## src/rtl/led_matrix_scan.sv

```systemverilog
module led_matrix_scan #(
  parameter int CLK_HZ     = 125_000_000,
  parameter int REFRESH_HZ = 780,
  parameter int ROWS       = 4,
  parameter int COLS       = 2
) (
  input  logic                 clk,
  input  logic                 rst_n,
  input  logic [ROWS*COLS-1:0] chan_state,
  output logic [ROWS-1:0]      row_n,
  output logic [COLS-1:0]      col
);
  localparam int SLOT  = CLK_HZ / (REFRESH_HZ * ROWS);
  localparam int CNT_W = (SLOT > 2) ? $clog2(SLOT) : 1;
  localparam int ROW_W = (ROWS > 2) ? $clog2(ROWS) : 1;

  logic [CNT_W-1:0] cnt;
  logic [ROW_W-1:0] ridx;
  logic [COLS-1:0]  pair;
  logic             active;

  always_ff @(posedge clk or negedge rst_n) begin
    if (!rst_n) begin
      cnt  <= '0;
      ridx <= '0;
      pair <= '0;
    end else begin
      if (cnt == CNT_W'(SLOT - 1)) begin
        cnt  <= '0;
        ridx <= (ridx == ROW_W'(ROWS - 1)) ? '0 : ridx + 1'b1;
      end else begin
        cnt <= cnt + 1'b1;
      end
      if (cnt == '0)
        pair <= chan_state[ridx*COLS +: COLS];
    end
  end

  assign active = (cnt != '0);
  assign row_n  = active ? ~(ROWS'(1) << ridx) : '1;
  assign col    = active ? pair : '0;

  AST_ONE_ROW: assert property (@(posedge clk) disable iff (!rst_n)
    $onehot0(~row_n));
  AST_DARK_COLS: assert property (@(posedge clk) disable iff (!rst_n)
    (&row_n) |-> (col == '0));
  AST_BLANK_BETWEEN: assert property (@(posedge clk) disable iff (!rst_n)
    (!(&row_n) && !(&$past(row_n))) |-> (row_n == $past(row_n)));
  AST_HOLD_COLS: assert property (@(posedge clk) disable iff (!rst_n)
    (!(&row_n) && !(&$past(row_n))) |-> $stable(col));
endmodule

```

## config.mk

```make
export PLATFORM = sky130hd
export DESIGN_NAME = led_matrix_scan
export DESIGN_NICKNAME = d
export VERILOG_FILES = /design/src/rtl/led_matrix_scan.sv
export SDC_FILE = /design/constraint.sdc
export NUM_CORES = 1
export LEC_CHECK = 0
export BUFFER_PORTS_ARGS = -buffer_cell sky130_fd_sc_hd__buf_2
export CELL_PAD_IN_SITES_DETAIL_PLACEMENT = 1
export CELL_PAD_IN_SITES_GLOBAL_PLACEMENT = 1
export CORE_ASPECT_RATIO = 1.25
export CORE_MARGIN = 10
export CORE_UTILIZATION = 43
export DETAILED_ROUTE_END_ITERATION = 12
export PLACE_DENSITY = 0.78
export RECOVER_POWER = 25
export SLEW_MARGIN = 0
export SYNTH_ARGS = -nofsm -noshare
export SYNTH_HDL_FRONTEND = slang
export SYNTH_SLANG_ARGS = --single-unit
export TNS_END_PERCENT = 5
```

## constraint.sdc

```tcl
create_clock -name clk -period 2.1 [get_ports clk]
set_input_delay 0 -clock clk [delete_from_list [all_inputs] [get_ports clk]]
set_output_delay 0 -clock clk [all_outputs]
set_load 0.01 [all_outputs]
```

### Word level (Yosys, flattened, before mapping)

Cells that the tools add are included.

| cells by class | value |
|---|---|
| add/sub/neg operators | 2 |
| equal/unequal tests | 2 |
| shift operators | 2 |
| muxes and demuxes | 4 |
| bitwise operators | 1 |
| reduce and logical (&&, ||, !) cells | 2 |

Operator list:

| kind | number |
|---|---|
| 16-bit by 1-bit adder with 16-bit output (second input constant) | 1 |
| 16-bit equality test (second input constant) | 1 |
| 16-bit zero test | 1 |
| 16-bit 2-to-1 mux | 1 |
| 16-bit nonzero test | 1 |
| 8-bit by 4-bit indexed part select with 2-bit output | 1 |
| 2-bit 2-to-1 mux | 2 |
| 4-bit 2-to-1 mux | 1 |
| 4-bit NOT | 1 |
| 1-bit by 2-bit << shifter with 4-bit output (first input constant) | 1 |
| 2-bit by 1-bit adder with 2-bit output (second input constant) | 1 |
| 2-bit equality test (second input constant) | 1 |

| word-level totals | value |
|---|---|
| flip-flop bits (word level) | 20 |
| input port bits | 10 |
| output and inout bits | 6 |
| word-level logic and storage cells | 16 |

### Depth between registers and ports, before layout

| depth | value |
|---|---|
| word-level depth | 3 |
| gate-level depth with buffers | 6 |
| depth with buffers taken out | 5 |

### Worst setup path after synthesis

No wires, ideal clock.

| timing path | value |
|---|---|
| kind | flip-flop to flip-flop |
| from | register cnt[7] |
| to | register ridx[0] |
| library setup time | 125 ps |
| arrival | 1,592 ps |
| data required time | 1,975 ps |
| setup slack | 383 ps |
| stages on the path, launching flop included | 6 |
| buffers on the path | 1 |
| period minus slack after synthesis | 1,717 ps |
| cell sequence | dfrtp_1 -> or3_1 -> nor3_2 -> and4_1 -> buf_6 -> mux2_4 |

| between the ends | value |
|---|---|
| cells in the longest elaborated chain, start to end | 1 |

Ends and longest elaborated chain:

| item | RTL line | RTL |
|---|---|---|
| start: declaration | 17 | `logic [CNT_W-1:0] cnt;` |
| start signal: assignment | 32 | `cnt <= cnt + 1'b1;` |
| 16-bit equality test | 28 | `if (cnt == CNT_W'(SLOT - 1)) begin` |
| end signal: assignment | 30 | `ridx <= (ridx == ROW_W'(ROWS - 1)) ? '0 : ridx + 1'b1;` |
| end: declaration | 18 | `logic [ROW_W-1:0] ridx;` |

No other way between the ends.
A chain may end at the register's enable or synchronous reset.

### Worst setup path after layout

| timing path | value |
|---|---|
| from | register cnt[7] |
| to | output port col[1] |

| between the ends | value |
|---|---|
| cells in the longest elaborated chain, start to end | 2 |

Ends and longest elaborated chain:

| item | RTL line | RTL |
|---|---|---|
| 16-bit nonzero test | 39 | `assign active = (cnt != '0);` |
| 2-bit 2-to-1 mux | 41 | `assign col = active ? pair : '0;` |
| end: declaration | 11 | `output logic [COLS-1:0] col` |

No other way between the ends.

==> flow_metrics.py <==
metrics = {
    "outcome": {
        "status": "finished, final reports clean",
    },
    "yosys": {
        "ys_ff_latch": 20,
        "yosysUniqueCellTypes": 29,
        "syn_inst": 96,
        "synthesis.nets": 112,
        "netlist_area_um2": 1064,
        "async_flop_share_pct": 100.0,
        "ys_seq_area_share_pct": 47.06,
        "post-synth-top-area-cell": "dfrtp_1",
        "synth.avg_cell_area_um2": 11.08,
        "yosys-top-cells-area": "dfrtp_1 (47%), ha_1 (7.1%), xnor2_1 (5.8%), mux4_2 (4.2%), xor2_1 (4.1%)",
        "synth-main-ff-cell": "dfrtp_1",
        "synth_edf_count": 0,
        "synth_commonest_cells": "dfrtp_1 (20), nor2_1 (9), nand2_1 (7), nand3_1 (7), xnor2_1 (7)",
        "synthMostInstantiatedCell": "dfrtp_1",
        "ys_warn_count": 0,
        "synth_top_area_share_pct": 47.06,
    },
    "global_route": {
        "grt_pass1_vias": 913,
        "grt_max_degree": 21,
        "track_usage_pct": 11.47,
        "antenna_found_initial": 0,
        "grt_pass1_wl_um": 4402,
        "overflow": 0,
    },
    "sta": {
        "drv_slew": 0,
        "min_period_ps": 1929,
        "hold_violations": 0,
        "worst_pin_slew_ps": 1057,
        "slew_headroom_pct": 29.54,
        "setup_ws_ps": 170.9,
        "setup-tns-final_ps": 0,
        "max_freq_mhz": 518.4,
        "rsz0062_at_grt": "false",
        "setup_viol": 0,
        "fin_crit_sh_pct": 91.86,
        "holdWs_ps": 145.1,
        "skew_ps": 5.698,
    },
    "cts": {
        "worst_skew_pair.late_latency_ps": 310,
        "clock_path_buffers": 2,
        "cts_max_level": 1,
        "cts_tree": "yes",
        "cts_buffers": 3,
        "path_clk_slew_ps": 110,
        "cts_setup_buffers": 0,
        "clock-sinks": 20,
        "cts-root-buf": "clkbuf_4",
    },
    "layout": {
        "stdcell_area_um2": 1254,
        "fin_cells": 148,
        "diodes": 0,
        "final_util_pct": 52.19,
        "regArea_um2": 500.5,
        "nFillCells": 287,
        "drive_gt1_share_pct": 24.35,
        "fin_nets": 132,
        "synthToLayoutAreaGrowth_pct": 17.88,
        "multiInputGateArea_um2": 553.0,
    },
    "drt": {
        "wire_per_inst_um": 16.52,
        "drtAntennaViolNets": 0,
        "routed_wl_um": 2445,
        "vias": 794,
        "avgViaCountPerCell": 5.365,
        "drtPass1Iterations": 4,
        "drtIter0Drc": 13,
        "drc_errors": 0,
    },
    "floorplanning": {
        "initial_core_util_pct": 44.27,
        "die_y_um": 75.60,
        "num_rows": 20,
        "io_pins": 16,
        "die_area_um2": 4875,
        "die_w_um": 64.48,
        "core-area_um2": 2402,
    },
    "placed_design": {
        "dp_hpwl_um": 1945,
        "io_buffers": 15,
        "place_inst": 143,
        "gp_congestion": 0.7430,
        "post_dp_cell_area_um2": 1171,
        "pre_cts_ws_ps": 255.9,
    },
    "pwr": {
        "p_leak_nw": 0.5601,
        "vdd_drop_max_mv": 0.4042,
        "p_per_area_nw_per_um2": 582.4,
        "power_mw": 0.7301,
    },
    "worst_setup_path": {
        "cpMaxStageDelayCell": "dfrtp_1",
        "worst-path-max-fanout": 8,
        "start_kind": "flop",
        "cpPeakStageDelay_ps": 450,
        "required_ps": 2100,
        "cp_cell_sequence": "or3_1 > nor3_4 > nand4_4 > and2_1 > buf_2",
        "arrival_ps": 1930,
        "crit_path_end_kind": "output port",
        "criticalPathCategory": "reg -> out",
    },
    "flow_run": {
        "drv_cap": 0,
    },
    "hold_path": {
        "hold_path_class": "in -> reg",
    },
}
-- registers in the layout (all words and copies together) (netlist names) --
name and cells:
pair 2, ridx 2, cnt 16
-- critical path, delay by kind of cell, from the launching register on --
kind | cells | cell delay, ps
DFF | 1 | 450
and+or+nand+nor | 4 | 1030
buffers and inverters | 1 | 140
-- report_power, final --
part / switching [mW] / total (mW) / internal, mW
clock network: 0.123 / 0.316 / 0.193
registers: 0.00104 / 0.388 / 0.387
logic: 0.0133 / 0.0261 / 0.0129
total: 0.137 / 0.730 / 0.593
-- layout by cell type (no fill, tap or decap), types with 3 or more instances in the layout --
cell type	instances
mux2_2	3
xor2_1	5
nand4_1	4
dfrtp_1	20
clkbuf_4	3
buf_2	14
nand2_1	7
ha_1	6
xnor2_1	7
nand3_1	7
inv_1	4
nor2_1	9
and3_1	3
-- layer usage --
metal | part of all wire [%] | vias up | track usage [%]
li1 | - | 374 | -
met1 | 41 | 394 | 11.73
met2 | 51 | 19 | 20.83
met3 | 5.1 | 7 | 3.382
met4 | 2.6 | 0 | 5.952
met5 | 0 | - | 0
-- cell families after synthesis --
group,count (synthesis),share of synthesized area [%]
flip-flops,20,47.06
AO/OA/AOI/OAI,4,2.471
buffers and inverters,6,2.940
XOR/XNOR,12,9.882
AND/OR/NAND/NOR,42,21.77
multiplexers,6,8.823
adder cells (fa/ha/maj),6,7.059
-- cell type report --
type	instances	area share [%]
repair buffers	17	7.285
inverters	4	1.198
clock buffers	3	1.796
clock inverters	1	2.395
well taps	33	3.293
flip-flops and latches	20	39.92
multi-input cells	70	44.11
-- final timing paths --
kind | endpoint | startpoint | slack [ps] | cells after the start
worst max-delay path | col[1] | cnt[7] | 170 | 5
worst min-delay path | pair[1] | chan_state[5] | 150 | 3
worst max register to register | ridx[1] | cnt[7] | 240 | 4
worst min register to register | cnt[9] | cnt[9] | 520 | 1
max in group asynchronous | cnt[4] | rst_n | 1050 | 2
min in group asynchronous | ridx[0] | rst_n | 410 | 2
-- timing repair --
item / in CTS / in global routing
endpoints found under the setup margin: 0 / 2
gates resized for setup: 0 / 3
hold endpoints to repair: 20 / 0
hold buffers: 1 / 0
(Power assumes the default switching activity.)
